### src/rtl/dma_ctrl_pkg.sv
package dma_ctrl_pkg;
  typedef enum logic [1:0] {
    SEL_ADDR  = 2'd0,
    SEL_COUNT = 2'd1,
    SEL_CTRL  = 2'd2,
    SEL_RSVD  = 2'd3
  } reg_sel_e;

  typedef enum logic {
    DIR_TO_MEM = 1'b0,
    DIR_TO_PER = 1'b1
  } dir_e;

  localparam int CTL_START_BIT = 0;
  localparam int CTL_DIR_BIT   = 1;
  localparam int STS_RUN_BIT   = 0;
  localparam int STS_DIR_BIT   = 1;
  localparam int STS_DONE_BIT  = 2;
endpackage

### src/rtl/dma_regs.sv
module dma_regs #(
  parameter int ADDR_W = 16,
  parameter int CNT_W  = 16,
  parameter int DATA_W = 16
) (
  input  logic              clk_i,
  input  logic              rst_ni,
  input  logic              ld_addr_i,
  input  logic              ld_cnt_i,
  input  logic [DATA_W-1:0] wdata_i,
  input  logic              step_i,
  output logic [ADDR_W-1:0] addr_o,
  output logic [CNT_W-1:0]  cnt_o,
  output logic              cnt_zero_o,
  output logic              cnt_last_o
);
  localparam logic [ADDR_W-1:0] ADDR_ONE = ADDR_W'(1);
  localparam logic [CNT_W-1:0]  CNT_ONE  = CNT_W'(1);

  logic [ADDR_W-1:0] addr_q;
  logic [CNT_W-1:0]  cnt_q;

  always_ff @(posedge clk_i or negedge rst_ni) begin
    if (!rst_ni) begin
      addr_q <= '0;
    end else if (ld_addr_i) begin
      addr_q <= ADDR_W'(wdata_i);
    end else if (step_i) begin
      addr_q <= addr_q + ADDR_ONE;
    end
  end

  always_ff @(posedge clk_i or negedge rst_ni) begin
    if (!rst_ni) begin
      cnt_q <= '0;
    end else if (ld_cnt_i) begin
      cnt_q <= CNT_W'(wdata_i);
    end else if (step_i) begin
      cnt_q <= cnt_q - CNT_ONE;
    end
  end

  assign addr_o     = addr_q;
  assign cnt_o      = cnt_q;
  assign cnt_zero_o = (cnt_q == '0);
  assign cnt_last_o = (cnt_q == CNT_ONE);
endmodule

### src/rtl/dma_engine.sv
module dma_engine
  import dma_ctrl_pkg::*;
(
  input  logic clk_i,
  input  logic rst_ni,
  input  logic ctl_wr_i,
  input  logic start_i,
  input  logic dir_i,
  input  logic grant_i,
  input  logic drq_i,
  input  logic cnt_zero_i,
  input  logic cnt_last_i,
  output logic run_o,
  output logic done_o,
  output dir_e dir_o,
  output logic bus_req_o,
  output logic beat_o
);
  logic run_q;
  logic done_q;
  dir_e dir_q;

  assign bus_req_o = run_q && drq_i && !cnt_zero_i;
  assign beat_o    = bus_req_o && grant_i;

  always_ff @(posedge clk_i or negedge rst_ni) begin
    if (!rst_ni) begin
      run_q  <= 1'b0;
      done_q <= 1'b0;
      dir_q  <= DIR_TO_MEM;
    end else if (ctl_wr_i) begin
      dir_q <= dir_e'(dir_i);
      if (start_i) begin
        // zero-length job finishes immediately
        run_q  <= !cnt_zero_i;
        done_q <= cnt_zero_i;
      end
    end else if (beat_o && cnt_last_i) begin
      run_q  <= 1'b0;
      done_q <= 1'b1;
    end
  end

  assign run_o  = run_q;
  assign done_o = done_q;
  assign dir_o  = dir_q;
endmodule

### src/rtl/dma_xfer_mux.sv
module dma_xfer_mux
  import dma_ctrl_pkg::*;
#(
  parameter int ADDR_W = 16,
  parameter int DATA_W = 16
) (
  input  logic              beat_i,
  input  dir_e              dir_i,
  input  logic [ADDR_W-1:0] addr_i,
  input  logic [DATA_W-1:0] per_data_i,
  input  logic [DATA_W-1:0] mem_rdata_i,
  output logic [ADDR_W-1:0] mem_addr_o,
  output logic              mem_rd_o,
  output logic              mem_wr_o,
  output logic [DATA_W-1:0] mem_wdata_o,
  output logic [DATA_W-1:0] per_data_o,
  output logic              dack_o
);
  logic to_mem;
  logic to_per;

  assign to_mem = beat_i && (dir_i == DIR_TO_MEM);
  assign to_per = beat_i && (dir_i == DIR_TO_PER);

  assign dack_o      = beat_i;
  assign mem_addr_o  = beat_i ? addr_i : '0;
  assign mem_wr_o    = to_mem;
  assign mem_rd_o    = to_per;
  assign mem_wdata_o = to_mem ? per_data_i : '0;
  assign per_data_o  = to_per ? mem_rdata_i : '0;
endmodule

### src/rtl/dma_ctrl.sv
module dma_ctrl
  import dma_ctrl_pkg::*;
#(
  parameter int ADDR_W = 16,
  parameter int CNT_W  = 16,
  parameter int DATA_W = 16
) (
  input  logic              clk_i,
  input  logic              rst_ni,
  input  logic              cs_i,
  input  logic [1:0]        reg_sel_i,
  input  logic              cpu_rd_i,
  input  logic              cpu_wr_i,
  input  logic [DATA_W-1:0] cpu_wdata_i,
  output logic [DATA_W-1:0] cpu_rdata_o,
  output logic              bus_req_o,
  input  logic              bus_grant_i,
  output logic [ADDR_W-1:0] mem_addr_o,
  output logic              mem_rd_o,
  output logic              mem_wr_o,
  output logic [DATA_W-1:0] mem_wdata_o,
  input  logic [DATA_W-1:0] mem_rdata_i,
  input  logic              drq_i,
  output logic              dack_o,
  input  logic [DATA_W-1:0] per_data_i,
  output logic [DATA_W-1:0] per_data_o,
  output logic              done_o,
  output logic              irq_o
);
  localparam int STS_W = STS_DONE_BIT + 1;

  reg_sel_e          sel;
  logic              cpu_acc;
  logic              wr_en;
  logic              rd_en;
  logic              ld_addr;
  logic              ld_cnt;
  logic              ctl_wr;
  logic [ADDR_W-1:0] addr_q;
  logic [CNT_W-1:0]  cnt_q;
  logic              cnt_zero;
  logic              cnt_last;
  logic              run;
  logic              done;
  dir_e              dir;
  logic              beat;
  logic [STS_W-1:0]  status;
  logic [DATA_W-1:0] rd_mux;

  // register port is live only while the processor owns the bus
  assign sel     = reg_sel_e'(reg_sel_i);
  assign cpu_acc = cs_i && !bus_grant_i;
  assign wr_en   = cpu_acc && cpu_wr_i;
  assign rd_en   = cpu_acc && cpu_rd_i;
  assign ld_addr = wr_en && (sel == SEL_ADDR);
  assign ld_cnt  = wr_en && (sel == SEL_COUNT);
  assign ctl_wr  = wr_en && (sel == SEL_CTRL);

  dma_regs #(
    .ADDR_W (ADDR_W),
    .CNT_W  (CNT_W),
    .DATA_W (DATA_W)
  ) u_regs (
    .clk_i      (clk_i),
    .rst_ni     (rst_ni),
    .ld_addr_i  (ld_addr),
    .ld_cnt_i   (ld_cnt),
    .wdata_i    (cpu_wdata_i),
    .step_i     (beat),
    .addr_o     (addr_q),
    .cnt_o      (cnt_q),
    .cnt_zero_o (cnt_zero),
    .cnt_last_o (cnt_last)
  );

  dma_engine u_engine (
    .clk_i      (clk_i),
    .rst_ni     (rst_ni),
    .ctl_wr_i   (ctl_wr),
    .start_i    (cpu_wdata_i[CTL_START_BIT]),
    .dir_i      (cpu_wdata_i[CTL_DIR_BIT]),
    .grant_i    (bus_grant_i),
    .drq_i      (drq_i),
    .cnt_zero_i (cnt_zero),
    .cnt_last_i (cnt_last),
    .run_o      (run),
    .done_o     (done),
    .dir_o      (dir),
    .bus_req_o  (bus_req_o),
    .beat_o     (beat)
  );

  dma_xfer_mux #(
    .ADDR_W (ADDR_W),
    .DATA_W (DATA_W)
  ) u_mux (
    .beat_i      (beat),
    .dir_i       (dir),
    .addr_i      (addr_q),
    .per_data_i  (per_data_i),
    .mem_rdata_i (mem_rdata_i),
    .mem_addr_o  (mem_addr_o),
    .mem_rd_o    (mem_rd_o),
    .mem_wr_o    (mem_wr_o),
    .mem_wdata_o (mem_wdata_o),
    .per_data_o  (per_data_o),
    .dack_o      (dack_o)
  );

  always_comb begin
    status               = '0;
    status[STS_RUN_BIT]  = run;
    status[STS_DIR_BIT]  = dir;
    status[STS_DONE_BIT] = done;
  end

  always_comb begin
    unique case (sel)
      SEL_ADDR:  rd_mux = DATA_W'(addr_q);
      SEL_COUNT: rd_mux = DATA_W'(cnt_q);
      SEL_CTRL:  rd_mux = DATA_W'(status);
      default:   rd_mux = '0;
    endcase
  end

  assign cpu_rdata_o = rd_en ? rd_mux : '0;
  assign done_o      = done;
  assign irq_o       = done;
endmodule

### config.mk
export PLATFORM = sky130hd
export DESIGN_NAME = dma_ctrl
export DESIGN_NICKNAME = d
export VERILOG_FILES = /design/src/rtl/dma_ctrl_pkg.sv /design/src/rtl/dma_regs.sv /design/src/rtl/dma_engine.sv /design/src/rtl/dma_xfer_mux.sv /design/src/rtl/dma_ctrl.sv
export SDC_FILE = /design/constraint.sdc
export NUM_CORES = 1
export LEC_CHECK = 0
export ABC_AREA = 1
export BUFFER_PORTS_ARGS = -buffer_cell sky130_fd_sc_hd__buf_2
export CORE_MARGIN = 5
export CORE_UTILIZATION = 50
export CTS_BUF_LIST = sky130_fd_sc_hd__clkbuf_4 sky130_fd_sc_hd__clkbuf_8
export DETAILED_ROUTE_END_ITERATION = 10
export PLACE_DENSITY_LB_ADDON = 0.05
export SYNTH_ARGS = -nofsm -noshare
export SYNTH_HDL_FRONTEND = slang
export SYNTH_SLANG_ARGS = --single-unit
### constraint.sdc
create_clock -name clk_i -period 1.69 [get_ports clk_i]
set_input_delay 0.0845 -clock clk_i [delete_from_list [all_inputs] [get_ports clk_i]]
set_output_delay 0.0845 -clock clk_i [all_outputs]
set_load 0.005 [all_outputs]
==> flow_summary_export.csv <==
group,metric,value,unit
finish,drive_above_1_share,34.3,%
die,std_cell_rows,28,
placement,placedCellCount,720,
placement,place_congestion,0.902,
logic_synthesis,synth_top_area_cell,"dfrtp_1",
logic_synthesis,syn_area,3030,um2
die,core,5920,um2
routing,wl,11100,um
critical_path,crit_type,"register to output port",
die,dieHeight,87.9,um
die,io_pins,127,
critical_path,cp_data_arrival_time,1710,ps
logic_synthesis,yosysWarningCount,0,
clocking,cts_buffers,5,
timing,min_period,1790,ps
routing,remaining_drc_errors,0,
routing,drt_pass1_iterations,6,
timing,setup_viol,54,
pwr,power.leakage,2.52,nW
critical_path,critical-path-max-stage-delay,410,ps
finish,diodes,0,
timing,tightestPinTransition,509,ps
grt,grt_pass1_wl,16900,um
routing,vias,3811,
critical_path,cp.required,1610,ps
critical_path,crit_slowest_cell,"dfrtp_1",
timing,rsz0062_at_grt,"true",
routing,route.met2.wl,5700,um
timing,skew,7.39,ps
routing,ant_nets,0,
timing,holdWs,35.2,ps
clocking,cts_max_level,2,
timing,finalCritPeriodShare,106,%
pwr,power.density,1240,nW/um2
placement,port_buffers,126,
clocking,clockBufferDepth,2,
die,fp.dieW,87.9,um
logic_synthesis,syn_nets,568,
logic_synthesis,synth_area_leaders,"dfrtp_1, nand2_1, nor2_1",
logic_synthesis,synth_seq_cells,35,
routing,routed-wl-met3,770,um
finish,fillers,518,
critical_path,crit_family,"buffers and inverters",
outcome,status,"finished, violations left",
hold_path,hp-class,"input port to register",
finish,final_cells,748,
placement,dp_hpwl,7980,um
clocking,cts.clk_slew.worst_paths,70,ps
critical_path,critPathLaunch,"u_regs.cnt_o[1]",
outcome,violations,"negative setup slack",
routing,drt-initial-drc-count,262,
grt,grt_pass1_vias,3593,
pwr,peakVddDrop,0.947,mV
routing,via_per_inst,5.09,
logic_synthesis,synth_seq_area_share,28.9,%
die,initial_core_util,51.2,%
timing,layout_setup_ws,-102,ps
clocking,cts-root-buf,"clkbuf_8",
finish,nets,733,
timing,maxClockFrequency,0.558,GHz
routing,drt-wirelength-per-cell,14.9,um
die,die-area,7720,um2
timing,maxSlewViolCount,0,
critical_path,worstPathMaxFanout,6,
critical_path,end_kind,"output port",
grt,track_usage,27.8,%
grt,grt_max_degree,36,
routing,m1WireLength,4430,um
routing,top_layer_used,"met4",
critical_path,cp_cell_sequence,"inv_2 -> ha_4 -> nand2_2 -> nor2_2 -> nand2_4 -> nand3_4 -> inv_12 -> buf_4 -> buf_2",
clocking,clkSinkCount,35,
run,drv_cap,0,
grt,antenna_found_initial,0,
finish,final_core_util,73.8,%
critical_path,cp-start-kind,"register",
logic_synthesis,synth_cell_types,35,
critical_path,crit_buf_inv,4,
hold_path,hold_start,"cpu_wdata_i[14]",
grt,overflow,0,
logic_synthesis,postSynthAreaPerCell,5.98,um2
finish,area_growth_syn_to_layout,44.1,%
critical_path,reg2reg_from,"u_regs.cnt_o[1]",
timing,finalHoldViolations,0,
clocking,cts_tree,"done",
logic_synthesis,yosys.area.top_type_share,28.9,%
logic_synthesis,synthCells,507,
timing,maxSlewHeadroom,66.0,%
clocking,insertion_delay,300,ps
-- cells by family after synthesis --
logic type / share of synthesized area (%)
AO/OA/AOI/OAI: 5.82
XOR/XNOR: 4.62
adder cells (fa/ha/maj): 1.65
buffers and inverters: 13.0
flip-flops: 28.9
AND/OR/NAND/NOR: 46.0
-- sequential cells by signal, indices dropped and copies added (netlist names) --
name and flops:
u_engine.dir_o 1, u_regs.cnt_o 16, u_regs.addr_o 16, u_engine.done_o 1, u_engine.run_o 1
-- worst paths after layout --
path                               endpoint  slack [ps]  cells after the start
max                                  dack_o        -100                      9
min                        u_regs.cnt_o[14]          40                      3
max reg2reg                 u_regs.cnt_o[7]         -10                     12
min reg2reg                  u_engine.run_o         540                      2
max in group asynchronous    u_engine.dir_o         970                      3
min in group asynchronous   u_regs.cnt_o[9]         370                      3
-- synthesized netlist by cell type --
cell type and instances:
nand2_1 171, nor2_1 79, inv_1 76, nand3_1 45
dfrtp_1 35, a21oi_1 13, o21ai_0 12, xor2_1 11
buf_4 6, nor3_1 6, inv_2 5, xnor2_1 5
clkbuf_1 4, ha_1 4, nand2_4 4, nand4_1 4
nor2_4 4, nor2_2 3, buf_2 2, nand2_2 2
o221ai_1 2, a21boi_0 1, buf_1 1, buf_6 1
inv_4 1, nand3_4 1, nand3b_1 1, nor3_2 1
nor3b_1 1, o21a_1 1, o21ai_1 1, o21bai_1 1
o22ai_1 1, or2_1 1, or2_2 1
-- cell type report --
class | count | area [um2] | share of cell area, %
multi-input cells | 378 | 1930 | 44.2
inverters | 82 | 333 | 7.62
repair inverters | 3 | 23.8 | 0.544
well taps | 75 | 93.8 | 2.15
repair buffers | 167 | 973 | 22.3
clock inverters | 2 | 60.1 | 1.37
clock buffers | 6 | 76.3 | 1.75
flip-flops and latches | 35 | 877 | 20.1
-- tightest hold or removal path, cell delays in order --
cell     delay (ps)
buf_2            90
nand2_1          50
nand3_1          70
-- cells in the final DEF, fill, tap and decap left out, types with 2 or more instances in the layout --
master | Yosys | routed
nor2_2 | 3 | 18
a21oi_1 | 13 | 13
xnor2_1 | 5 | 5
buf_2 | 2 | 124
buf_6 | 1 | 4
bufinv_16 | 0 | 2
dfrtp_1 | 35 | 34
o21ai_1 | 1 | 2
inv_6 | 0 | 2
nand2_8 | 0 | 4
clkbuf_8 | 0 | 5
inv_2 | 5 | 5
inv_1 | 76 | 74
o221ai_1 | 2 | 2
nor2_1 | 79 | 60
nand2_2 | 2 | 5
buf_4 | 6 | 37
nor2_4 | 4 | 8
xor2_1 | 11 | 11
nand4_1 | 4 | 4
nand2_4 | 4 | 3
ha_1 | 4 | 2
nor3_1 | 6 | 5
nand3_1 | 45 | 45
o21ai_0 | 12 | 11
nand2_1 | 171 | 167
-- stage by stage --
step | setup slack, ps | total power [mW] | TNS, ps | area (um2)
finish | -102 | 5.44 | -3690 | 4370
global route | -172 | 5.89 | -8860 | 4370
CTS | -70.9 | 5.27 | -2210 | 4220
detailed placement | -66.2 | 4.07 | -1630 | 3870
global placement | -6.95 | 3.99 | -36.1 | 3870
floorplan | 164 | 3.14 | 0 | 3030
-- where the power goes --
| part | switching (mW) | total [mW] | internal, mW |
|---|---|---|---|
| registers | 0.441 | 1.67 | 1.22 |
| logic | 1.62 | 2.83 | 1.21 |
| clock network | 0.336 | 0.942 | 0.606 |
| total | 2.40 | 5.44 | 3.04 |
-- per-layer routing --
| layer | up-vias | global-route usage (%) |
|---|---|---|
| met2 | 147 | 48.8 |
| met5 | - | 0 |
| met4 | 0 | 10.0 |
| met1 | 1758 | 33.8 |
| li1 | 1881 | - |
| met3 | 25 | 5.17 |
-- timing repair --
action,4_1_cts,5_1_grt
setup buffers,11,3
pin swaps,5,1
setup endpoints to repair,53,82
hold buffers,1,0
resized for setup,28,33
cloned,2,3
hold endpoints to repair,35,0
(Power assumes the default switching activity.)
